===== config.mk =====
export PLATFORM = sky130hd
export DESIGN_NAME = lvl_irq_ctrl
export DESIGN_NICKNAME = d
export VERILOG_FILES = /design/src/rtl/lic_pkg.sv /design/src/rtl/lic_mask_bank.sv /design/src/rtl/lic_prio_enc.sv /design/src/rtl/lic_cfg_regs.sv /design/src/rtl/lvl_irq_ctrl.sv
export SDC_FILE = /design/constraint.sdc
export NUM_CORES = 1
export LEC_CHECK = 0
export BUFFER_PORTS_ARGS = -buffer_cell sky130_fd_sc_hd__buf_2
export CORE_MARGIN = 5
export CORE_UTILIZATION = 30
export DETAILED_ROUTE_END_ITERATION = 7
export GPL_TIMING_DRIVEN = 0
export MAX_ROUTING_LAYER = met4
export PLACE_DENSITY_LB_ADDON = 0.15
export SLEW_MARGIN = 20
export SYNTH_ARGS = -nofsm -noshare
export SYNTH_HDL_FRONTEND = slang
export SYNTH_HIERARCHICAL = 1
export SYNTH_SLANG_ARGS = --single-unit

===== constraint.sdc =====
create_clock -name clk -period 2.87 [get_ports clk]
set_input_delay 0.574 -clock clk [delete_from_list [all_inputs] [get_ports clk]]
set_output_delay 0.574 -clock clk [all_outputs]
set_load 0.03 [all_outputs]

===== src/rtl/lic_pkg.sv =====
package lic_pkg;
  localparam int BANK_W = 32;

  localparam logic [7:0] OFS_REV     = 8'h00;
  localparam logic [7:0] OFS_SYSCFG  = 8'h10;
  localparam logic [7:0] OFS_SYSSTAT = 8'h14;
  localparam logic [7:0] OFS_ACTIVE  = 8'h40;
  localparam logic [7:0] OFS_CTRL    = 8'h48;
  localparam logic [7:0] OFS_PROT    = 8'h4C;
  localparam logic [7:0] OFS_IDLE    = 8'h50;

  // bank registers: addr[7:5] selects bank (4 + n), addr[4:0] selects the register
  localparam int         BANK_SEL0 = 4;
  localparam logic [4:0] BOFS_MASK = 5'h04;
  localparam logic [4:0] BOFS_CLR  = 5'h08;
  localparam logic [4:0] BOFS_SET  = 5'h0C;
  localparam logic [4:0] BOFS_PEND = 5'h18;
endpackage


===== src/rtl/lic_mask_bank.sv =====
module lic_mask_bank #(
  parameter int W = 32
) (
  input  logic         clk,
  input  logic         rst_n,
  input  logic         srst,
  input  logic         clr_we,
  input  logic         set_we,
  input  logic [W-1:0] wdata,
  input  logic [W-1:0] lines,
  output logic [W-1:0] mask,
  output logic [W-1:0] pend
);
  always_ff @(posedge clk or negedge rst_n) begin
    if (!rst_n)      mask <= '1;
    else if (srst)   mask <= '1;
    else if (clr_we) mask <= mask & ~wdata;
    else if (set_we) mask <= mask | wdata;
  end

  assign pend = lines & ~mask;

  a_r2_clear_enables: assert property (@(posedge clk) disable iff (!rst_n)
    (clr_we && !srst) |=> ((mask & $past(wdata)) == '0));
  a_r2_clear_zero_bits: assert property (@(posedge clk) disable iff (!rst_n)
    (clr_we && !srst) |=> ((mask & ~$past(wdata)) == ($past(mask) & ~$past(wdata))));
  a_r3_set_disables: assert property (@(posedge clk) disable iff (!rst_n)
    (set_we && !clr_we && !srst) |=> ((mask & $past(wdata)) == $past(wdata)));
  a_r9_mask_reset: assert property (@(posedge clk) disable iff (!rst_n)
    srst |=> (mask == '1));
endmodule


===== src/rtl/lic_prio_enc.sv =====
module lic_prio_enc #(
  parameter int N  = 96,
  parameter int IW = $clog2(N)
) (
  input  logic [N-1:0]  req,
  output logic          any,
  output logic [IW-1:0] idx
);
  always_comb begin
    any = |req;
    idx = '0;
    for (int i = N - 1; i >= 0; i--) begin
      if (req[i]) idx = IW'(i);
    end
  end

  always_comb begin
    if (any) begin
      a_r6_lowest_pending: assert (req[idx] && ((req & ((N'(1) << idx) - N'(1))) == '0));
    end
  end
endmodule


===== src/rtl/lic_cfg_regs.sv =====
module lic_cfg_regs #(
  parameter int SRST_CYCLES = 4
) (
  input  logic       clk,
  input  logic       rst_n,
  input  logic       cfg_we,
  input  logic       prot_we,
  input  logic       idle_we,
  input  logic [1:0] wdata,
  output logic       srst_active,
  output logic       rst_done,
  output logic       autoidle,
  output logic       prot_en,
  output logic [1:0] idle_bits
);
  localparam int CW = $clog2(SRST_CYCLES + 1);

  logic [CW-1:0] cnt;

  always_ff @(posedge clk or negedge rst_n) begin
    if (!rst_n) begin
      cnt       <= '0;
      autoidle  <= 1'b0;
      prot_en   <= 1'b0;
      idle_bits <= 2'b00;
    end else if (cnt != '0) begin
      cnt       <= cnt - 1'b1;
      autoidle  <= 1'b0;
      prot_en   <= 1'b0;
      idle_bits <= 2'b00;
    end else begin
      if (cfg_we) begin
        if (wdata[1]) begin
          cnt       <= CW'(SRST_CYCLES);
          autoidle  <= 1'b0;
          prot_en   <= 1'b0;
          idle_bits <= 2'b00;
        end else begin
          autoidle <= wdata[0];
        end
      end
      if (prot_we) prot_en   <= wdata[0];
      if (idle_we) idle_bits <= wdata;
    end
  end

  assign srst_active = (cnt != '0);
  assign rst_done    = (cnt == '0);

  a_r9_srst_starts: assert property (@(posedge clk) disable iff (!rst_n)
    (cfg_we && wdata[1] && !srst_active) |=> (srst_active && !autoidle && !prot_en));
  a_r10_hold: assert property (@(posedge clk) disable iff (!rst_n)
    (!srst_active && !cfg_we && !prot_we && !idle_we) |=> $stable({autoidle, prot_en, idle_bits}));
endmodule


===== src/rtl/lvl_irq_ctrl.sv =====
module lvl_irq_ctrl #(
  parameter int NUM_LINES   = 96,
  parameter int SRST_CYCLES = 4,
  parameter int REV_MAJOR   = 5,
  parameter int REV_MINOR   = 1
) (
  input  logic                 clk,
  input  logic                 rst_n,
  input  logic [NUM_LINES-1:0] irq_lines,
  input  logic [7:0]           bus_addr,
  input  logic                 bus_we,
  input  logic [31:0]          bus_wdata,
  output logic [31:0]          bus_rdata,
  output logic                 cpu_irq
);
  import lic_pkg::*;

  localparam int NUM_BANKS = NUM_LINES / BANK_W;
  localparam int IW        = $clog2(NUM_LINES);

  logic [NUM_LINES-1:0] mask_all, pend_all;
  logic                 srst_active, rst_done, autoidle, prot_en;
  logic [1:0]           idle_bits;
  logic                 any_pend;
  logic [IW-1:0]        sel_idx;
  logic                 act_valid;
  logic [IW-1:0]        act_num;
  logic                 ack_w;

  assign ack_w = bus_we && (bus_addr == OFS_CTRL) && bus_wdata[0];

  lic_cfg_regs #(.SRST_CYCLES(SRST_CYCLES)) u_cfg (
    .clk        (clk),
    .rst_n      (rst_n),
    .cfg_we     (bus_we && bus_addr == OFS_SYSCFG),
    .prot_we    (bus_we && bus_addr == OFS_PROT),
    .idle_we    (bus_we && bus_addr == OFS_IDLE),
    .wdata      (bus_wdata[1:0]),
    .srst_active(srst_active),
    .rst_done   (rst_done),
    .autoidle   (autoidle),
    .prot_en    (prot_en),
    .idle_bits  (idle_bits)
  );

  for (genvar b = 0; b < NUM_BANKS; b++) begin : g_bank
    logic hit;
    assign hit = bus_we && (bus_addr[7:5] == 3'(BANK_SEL0 + b));
    lic_mask_bank #(.W(BANK_W)) u_bank (
      .clk   (clk),
      .rst_n (rst_n),
      .srst  (srst_active),
      .clr_we(hit && bus_addr[4:0] == BOFS_CLR),
      .set_we(hit && bus_addr[4:0] == BOFS_SET),
      .wdata (bus_wdata),
      .lines (irq_lines[b*BANK_W +: BANK_W]),
      .mask  (mask_all[b*BANK_W +: BANK_W]),
      .pend  (pend_all[b*BANK_W +: BANK_W])
    );
  end

  lic_prio_enc #(.N(NUM_LINES), .IW(IW)) u_prio (
    .req(pend_all),
    .any(any_pend),
    .idx(sel_idx)
  );

  always_ff @(posedge clk or negedge rst_n) begin
    if (!rst_n) begin
      act_valid <= 1'b0;
      act_num   <= '0;
    end else if (srst_active || ack_w) begin
      act_valid <= 1'b0;
      act_num   <= '0;
    end else if (!act_valid && any_pend) begin
      act_valid <= 1'b1;
      act_num   <= sel_idx;
    end
  end

  assign cpu_irq = act_valid;

  always_comb begin
    bus_rdata = '0;
    case (bus_addr)
      OFS_REV:     bus_rdata = {24'b0, 4'(REV_MAJOR), 4'(REV_MINOR)};
      OFS_SYSCFG:  bus_rdata = {30'b0, srst_active, autoidle};
      OFS_SYSSTAT: bus_rdata = {31'b0, rst_done};
      OFS_ACTIVE:  bus_rdata = 32'(act_num);
      OFS_PROT:    bus_rdata = {31'b0, prot_en};
      OFS_IDLE:    bus_rdata = {30'b0, idle_bits};
      default:     bus_rdata = '0;
    endcase
    for (int b = 0; b < NUM_BANKS; b++) begin
      if (bus_addr[7:5] == 3'(BANK_SEL0 + b)) begin
        if (bus_addr[4:0] == BOFS_MASK)      bus_rdata = mask_all[b*BANK_W +: BANK_W];
        else if (bus_addr[4:0] == BOFS_PEND) bus_rdata = pend_all[b*BANK_W +: BANK_W];
      end
    end
  end

  a_r6_capture: assert property (@(posedge clk) disable iff (!rst_n)
    (!srst_active && !ack_w && !act_valid && any_pend) |=> (cpu_irq && act_num == $past(sel_idx)));
  a_r7_frozen: assert property (@(posedge clk) disable iff (!rst_n)
    (!srst_active && !ack_w && act_valid) |=> (cpu_irq && $stable(act_num)));
  a_r8_ack_clears: assert property (@(posedge clk) disable iff (!rst_n)
    ack_w |=> (!cpu_irq && act_num == '0));
  a_r9_active_cleared: assert property (@(posedge clk) disable iff (!rst_n)
    srst_active |=> !cpu_irq);
endmodule


==> run summary, run 1 <==
Relative slew slack -> 45.2%
Routability congestion estimate -> 0.953
Core area -> 0.0303 mm^2
Seq. cell area -> 0.00290 mm^2
Clk slew on worst S/H paths -> 70 ps
Comb pwr share -> 31.0%
Row count -> 64
IO buf count -> 168
P_sw -> 1.52 mW
Clk root buf -> clkbuf_16
Commonest cells after routing, fill and taps aside -> buf_2, a211oi_1, nor2b_1, dfstp_2, a21oi_2
Commonest non-fill, non-tap cell in the layout -> buf_2
Crit path top cell by count -> buf_4
EDFF count, synth -> 0
Area Overhead vs Synth -> 23.1%
CTS tree -> done
Post-DRT Antenna Nets -> 0
Leak Pwr -> 4.08 nW
Worst Setup Slack, final -> 36.2 ps
WP data required -> 2300 ps
Cell family with most CP delay -> simple AND/OR/NAND/NOR gates
Area of the multi-input gates -> 0.00572 mm^2
Part of the power in registers -> 36.9%
Power Internal -> 2.86 mW
Global route overflow -> 0
# clock sinks -> 111
Max FO, Critical Path -> 10
Final Max Tran Viols -> 0
Total of max-cap violations -> 0
Register bit total from synthesis -> 111
Worst Path Buf+Inv -> 3
WP data arrival -> 2260 ps
Die Span Y -> 185 um
Worst-skew pair later-pin latency -> 370 ps
Final setup violation count -> 0
CP startpoint kind -> input pin
Global-route wire length before repair -> 58.2 mm
Clock Skew -> 9.59 ps
Hold Crit Class -> input pin to async pin
Starting Density -> 30.1%
Gr usage total -> 23.2%
Worst Path Class, Setup -> input pin to output pin
Die area -> 0.0341 mm^2
Switching Fraction -> 34.7%
CTS buffer count -> 9
DR iter-0 viols -> 638
Outcome -> complete, no violations
Count of different cell masters after synthesis -> 76
Pin count of the biggest net entering global routing -> 58
Ratio of cells with drive above 1 in the final layout -> 42.9%
Final cell count without fillers -> 1606
Routed vias/inst -> 5.71
Dpl hpwl -> 31.2 mm
Mapped Nets -> 1158
Delay of the slowest critical-path stage -> 420 ps
Setup slack at placement -> -445 ps
Synth warn -> 6
# IOs -> 172
Drt wl/cell -> 24.4 um
Final worst path period need -> 2830 ps
DR vias -> 9164
Setup TNS -> 0 ps
CTS max path bufs -> 2
Post-synthesis sequential area ratio -> 31.7%
# H-tree levels -> 3
Worst path cell trace -> buf_2, buf_4, or3b_4, a2111oi_4, nor4_1, nor4_2, buf_4
Syn_area_per_cell -> 9.00 um^2
Ys flop type -> dfstp_2
Worst path slowest cell -> or3b_4
Pwr Density -> 389 mW/mm^2
Fmax -> 0.353 GHz
Synth Instances -> 1017
NumNets Final -> 1345
Layout Utilization -> 37.1%
Setup repair after global routing missed its margin -> true
Clock share of power -> 32.1%
Initial antenna violation count -> 1
Drt drc -> 0
CP Capture Type -> output pin
DIE WIDTH -> 185 um
Asr flop ratio synth -> 100%
Filler cells -> 3173
DRT Pass-1 Iters -> 5
Fin crit share -> 98.7%
Pwr Total -> 4.39 mW
DP Cell Count -> 1582
Worst slew pin tran -> 814 ps
Mapped cell area -> 0.00915 mm^2
Wirelength, routed -> 39.2 mm
Maximum vdd drop -> 0.000302 V
Vias in the first global route -> 9287
Final hold violation count -> 0
[metal layers]
| layer | track usage (%) | vias up | part of all wire (%) |
|---|---|---|---|
| met4 | 6.08 | 0 | 2.1 |
| met1 | 31.6 | 4489 | 45 |
| li1 | - | 4322 | - |
| met5 | - | - | 0 |
| met3 | 3.22 | 39 | 5.6 |
| met2 | 36.6 | 314 | 47 |
[synth_stat cells, types with 4 or more instances]
master | number | area share (%)
a21o_1 | 23 | 1.9
nand2b_1 | 7 | 0.48
clkbuf_1 | 15 | 0.62
nand2_1 | 24 | 0.98
a211oi_1 | 102 | 8.4
nand3_1 | 58 | 3.2
o311ai_0 | 4 | 0.38
and2_1 | 4 | 0.27
a221oi_1 | 29 | 2.8
nor2b_1 | 103 | 7.0
dfrtp_1 | 15 | 4.1
buf_2 | 30 | 1.6
nor4_1 | 32 | 2.2
mux2_2 | 6 | 0.74
buf_12 | 9 | 2.0
nand3b_1 | 4 | 0.33
nor3_1 | 19 | 1.0
mux2i_1 | 7 | 0.77
dfstp_2 | 96 | 28
o22ai_1 | 7 | 0.48
nor2_1 | 56 | 2.3
a21oi_1 | 61 | 3.3
or4_4 | 4 | 0.49
buf_4 | 4 | 0.33
nor2b_4 | 6 | 0.90
o31ai_1 | 14 | 1.1
a31oi_1 | 8 | 0.55
a21oi_2 | 90 | 8.6
o21ai_0 | 14 | 0.77
a22o_1 | 24 | 2.3
buf_6 | 14 | 1.7
nand4_1 | 4 | 0.27
inv_1 | 31 | 1.3
o21ai_1 | 8 | 0.44
a32oi_1 | 23 | 2.2
[stage by stage]
step,hold WS [ps],area [um^2]
2_1_floorplan,278,9180
3_3_place_gp,473,10500
3_5_place_dp,476,10500
4_1_cts,217,11100
5_1_grt,250,11300
6_report,226,11300
[flip-flops by register name, summed over array words and instances, names as in the netlist]
name                flops
g_bank.u_bank/mask     96
u_cfg/autoidle          1
u_cfg/prot_en           1
cpu_irq                 1
act_num                 7
u_cfg/cnt               3
u_cfg/idle_bits         2
[cell type report]
| class | instances | area share (%) |
|---|---|---|
| Sequential cell | 111 | 25.7 |
| Buffer | 76 | 6.44 |
| Clock buffer | 11 | 2.07 |
| Multi-Input combinational cell | 797 | 50.8 |
| Tap cell | 396 | 4.40 |
| Timing Repair Buffer | 177 | 8.78 |
| Inverter | 32 | 1.08 |
| Clock inverter | 5 | 0.722 |
| Antenna cell | 1 | 0.0222 |
[cells by family after synthesis]
kind of cell,synth area share (%)
fa+ha+maj,0.273
buf+inv,8.16
compound gates,36.3
simple gates,21.9
flops,31.7
mux,1.63
[power groups by stage]
stage	Clock (mW)	Sequential, mW	Combinational [mW]
after global routing	1.51	1.62	1.45
after CTS	1.46	1.62	1.34
final	1.41	1.62	1.36
after floorplan	0	1.64	0.736
after detailed placement	0	1.64	1.26
after global placement	0	1.64	1.26
[path summary, 6_finish.rpt]
| path | cells past startpoint | from | endpoint | slack [ps] |
|---|---|---|---|---|
| max | 7 | bus_addr[7] | bus_rdata[0] | 40 |
| min | 1 | rst_n | act_num[1] | 230 |
| max reg2reg | 10 | g_bank[0].u_bank/mask[31] | act_num[0] | 140 |
| min reg2reg | 2 | u_cfg/autoidle | u_cfg/autoidle | 490 |
| max in group asynchronous | 2 | rst_n | g_bank[0].u_bank/mask[1] | 1940 |
| min in group clk | 2 | bus_wdata[13] | g_bank[0].u_bank/mask[13] | 430 |
[timing repair]
| item | in CTS | in global routing |
|---|---|---|
| resized for setup | 56 | 56 |
| hold buffers | 0 | 0 |
| pin swaps | 6 | 10 |
| buffers inserted | 7 | 1 |
| endpoints found under the setup margin | 39 | 36 |
(Power assumes the default switching activity.)
==> run 2: changes to the inputs <==
--- a/config.mk
+++ b/config.mk
@@ -5,6 +5,7 @@
 export SDC_FILE = /design/constraint.sdc
 export NUM_CORES = 1
 export LEC_CHECK = 0
+export ABC_AREA = 1
 export BUFFER_PORTS_ARGS = -buffer_cell sky130_fd_sc_hd__buf_2
 export CORE_MARGIN = 5
 export CORE_UTILIZATION = 30
==> run 2 against run 1 <==
The run now ends with setup timing left. Clock power shrank 3%. First-iteration DRC count increased by 28%. Clock-buffer cell count decreased by 2. Sequential cell count unchanged. Critical path type is now flop to flop. Largest power group is now combinational logic.
==> run summary, run 2 <==
Routed vias/inst -> 4.74 (was 5.71)
Worst Path Buf+Inv -> 1 (was 3)
Maximum vdd drop -> 0.000432 V (was 0.000302 V)
Starting Density -> 30.6% (was 30.1%)
Register bit total from synthesis -> 111 (unchanged)
CP startpoint kind -> flop (was input pin)
Hold_ws -> 132 ps (was 226 ps)
Relative slew slack -> 55.3% (was 45.2%)
Post-synthesis xor/xnor area fraction -> 0% (unchanged)
DR vias -> 11200 (was 9164)
Leak Pwr -> 6.60 nW (was 4.08 nW)
Count of different cell masters after synthesis -> 46 (was 76)
Clock Skew -> 13.4 ps (was 9.59 ps)
Routability congestion estimate -> 0.902 (was 0.953)
Syn_area_per_cell -> 5.84 um^2 (was 9.00 um^2)
Number of flip-flops in the largest register -> 96 (unchanged)
Cell family with most CP delay -> simple AND/OR/NAND/NOR gates (unchanged)
Gr usage total -> 22.9% (was 23.2%)
Comb pwr share -> 56.9% (was 31.0%)
Pwr Total -> 10.1 mW (was 4.39 mW)
Worst-skew pair later-pin latency -> 370 ps (about the same)
Core area -> 0.0327 mm^2 (was 0.0303 mm^2)
Global route overflow -> 0 (unchanged)
Fin crit share -> 215% (was 98.7%)
Post-synthesis mux area share -> 0% (was 1.63%)
Total of max-cap violations -> 0 (unchanged)
P_sw -> 4.97 mW (was 1.52 mW)
Reg2reg start -> g_bank[2].u_bank/mask[29] (was g_bank[0].u_bank/mask[31])
DR iter-0 viols -> 814 (was 638)
Hold buffers post-CTS -> 0 (unchanged)
Area fraction of the dominant cell type after synthesis -> 25.2% (was 27.6%)
Mapped cell area -> 0.00999 mm^2 (was 0.00915 mm^2)
Critical path origin -> g_bank[2].u_bank/mask[29] (was bus_addr[7])
Final instance area -> 0.0120 mm^2 (was 0.0113 mm^2)
Dpl hpwl -> 32.2 mm (was 31.2 mm)
# clock sinks -> 111 (unchanged)
Setup repair after global routing missed its margin -> true (unchanged)
Commonest cells after routing, fill and taps aside -> nand2_1, inv_1, nor2_1, buf_2, dfstp_2 (was buf_2, a211oi_1, nor2b_1, dfstp_2, a21oi_2)
Layout Utilization -> 36.6% (was 37.1%)
WP data required -> 3110 ps (was 2300 ps)
Simple-gate share of the synthesized area -> 40.5% (was 21.9%)
Ratio of cells with drive above 1 in the final layout -> 21.8% (was 42.9%)
Worst slew pin tran -> 664 ps (was 814 ps)
# H-tree levels -> 3 (unchanged)
Vias in the first global route -> 10600 (was 9287)
Pwr Density -> 842 mW/mm^2 (was 389 mW/mm^2)
Top Registers -> g_bank.u_bank/mask (96), act_num (7), u_cfg/cnt (3) (unchanged)
Most frequent cell after synthesis -> nand2_1 (was nor2b_1)
Asr flop ratio synth -> 100% (unchanged)
Final Max Tran Viols -> 0 (unchanged)
Placed cell area -> 0.0115 mm^2 (was 0.0105 mm^2)
Commonest non-fill, non-tap cell in the layout -> nand2_1 (was buf_2)
Pin count of the biggest net entering global routing -> 72 (was 58)
DRT Pass-1 Iters -> 5 (unchanged)
Post-synthesis sequential area ratio -> 29.0% (was 31.7%)
Compound-Gate Fraction of Synth Area -> 13.3% (was 36.3%)
Switching Fraction -> 49.4% (was 34.7%)
# IOs -> 172 (unchanged)
Worst path slowest cell -> dfstp_2 (was or3b_4)
Synth warn -> 6 (unchanged)
Final worst path period need -> 6180 ps (was 2830 ps)
Drt wl/cell -> 17.9 um (was 24.4 um)
Initial antenna violation count -> 1 (unchanged)
Hold Crit Class -> input pin to async pin (unchanged)
Mapped Nets -> 1853 (was 1158)
NumNets Final -> 2045 (was 1345)
Top cells by area, synth -> dfstp_2, nand2_1, inv_1 (was dfstp_2, a21oi_2, a211oi_1)
Clk slew on worst S/H paths -> 90 ps (was 70 ps)
IO buf count -> 171 (was 168)
CP Capture Type -> flop (was output pin)
Synth top cells by count -> nand2_1, inv_1, nor2_1, dfstp_2, o21ai_0 (was nor2b_1, a211oi_1, dfstp_2, a21oi_2, a21oi_1)
Die Span Y -> 193 um (was 185 um)
EDFF count, synth -> 0 (unchanged)
Filler cells -> 3797 (was 3173)
Fmax -> 0.162 GHz (was 0.353 GHz)
Synth Instances -> 1712 (was 1017)
Reg with most FFs -> g_bank.u_bank/mask (unchanged)
Leading area contributor after synthesis -> dfstp_2 (unchanged)
Ys flop type -> dfstp_2 (unchanged)
Violations in the final reports -> setup timing
Wirelength, routed -> 42.0 mm (was 39.2 mm)
Outcome -> finished, violations left (was complete, no violations)
CTS buffer count -> 9 (unchanged)
Post-Synth Adder-Cell Area -> 0.250% (was 0.273%)
Worst Setup Slack, final -> -3310 ps (was 36.2 ps)
Die area -> 0.0371 mm^2 (was 0.0341 mm^2)
WP data arrival -> 6420 ps (was 2260 ps)
Main combinational cell family by area after synthesis -> simple AND/OR/NAND/NOR gates (was compound AO/OA/AOI/OAI gates)
CTS max path bufs -> 2 (unchanged)
Drt drc -> 0 (unchanged)
Final hold violation count -> 0 (unchanged)
Final setup violation count -> 7 (was 0)
Worst Path Class, Setup -> flop to flop (was input pin to output pin)
DIE WIDTH -> 193 um (was 185 um)
Power Internal -> 5.11 mW (was 2.86 mW)
Global-route wire length before repair -> 62.2 mm (was 58.2 mm)
CTS tree -> done (unchanged)
Delay of the slowest critical-path stage -> 560 ps (was 420 ps)
Post-DRT Antenna Nets -> 0 (unchanged)
Part of the power in registers -> 29.5% (was 36.9%)
Clk root buf -> clkbuf_16 (unchanged)
Clock share of power -> 13.6% (was 32.1%)
Area Overhead vs Synth -> 19.9% (was 23.1%)
Crit path top cell by count -> nand2_1 (was buf_4)
Max FO, Critical Path -> 3 (was 10)
Row count -> 66 (was 64)
-- run 2: cell count changes after synthesis, sizes merged, moves of 28 or more --
| cell | change |
|---|---|
| a221oi | -29 |
| o21ai | +76 |
| nand2 | +641 |
| a211oi | -102 |
| nor2 | +190 |
| a21oi | -98 |
| nor2b | -109 |
| inv | +284 |
| nor4 | -28 |
-- run 2: through the flow --
step / worst slack [ps] / setup TNS (ps) / std cells
2_1_floorplan: -2060 / -2680 / 1712
3_3_place_gp: -3640 / -12630 / 2325
3_5_place_dp: -3620 / -7010 / 2326
4_1_cts: -3290 / -5580 / 2345
5_1_grt: -3860 / -6950 / 2352
6_report: -3310 / -5370 / 2353
-- run 2: layout make-up --
cell class	instances	area (um^2)	share of cell area (%)
inverters	318	1240	10.4
plain buffers	61	507	4.23
well taps	442	553	4.62
repair buffers	180	952	7.95
multi-input cells	1222	5510	46.0
clock inverters	7	77.6	0.648
diodes	2	5.00	0.0418
flip-flops and latches	111	2900	24.2
repair inverters	1	5.00	0.0418
clock buffers	9	225	1.88
-- run 2: logic make-up (layout without fill, tap and decap cells) --
group / Yosys count / in the layout
AOI/OAI and AO/OA: 221 / 221
other: 0 / 2
adders and majority gates: 2 / 2
buffers and inverters: 379 / 576
DFF: 111 / 111
and+or+nand+nor: 999 / 999
-- run 2: path summary, 6_finish.rpt --
path,end,slack [ps],depth (start not counted)
max in group asynchronous,g_bank[1].u_bank/mask[27],1970,2
min in group clk,g_bank[2].u_bank/mask[11],470,2
worst min-delay path,act_num[2],130,1
worst max register to register,act_num[0],-3310,97
worst max-delay path,act_num[0],-3310,97
worst min register to register,g_bank[2].u_bank/mask[11],470,2
-- run 2: power by group through the flow --
stage | Clock, mW | Combinational, mW | Sequential, mW
floorplan | 0 | 3.85 | 2.79
global placement | 0 | 5.42 | 2.97
detailed placement | 0 | 5.49 | 2.97
CTS | 1.41 | 5.57 | 2.96
global route | 1.46 | 6.42 | 3.05
finish | 1.37 | 5.74 | 2.97
-- run 2: layer usage --
layer  up-vias  global-route usage [%]  share of wire [%]
li1       5585                       -                  -
met1      5195                    30.1                 46
met2       333                    38.0                 47
met3        44                    2.23                5.0
met4         0                    6.09                1.8
met5         -                       -                  0
-- run 2: timing repair --
action,CTS,global route
resized for setup,6,32
setup buffers,2,6
endpoints found under the hold margin,0,0
setup endpoints to repair,8,36
cloned,1,0
pin swaps,0,14
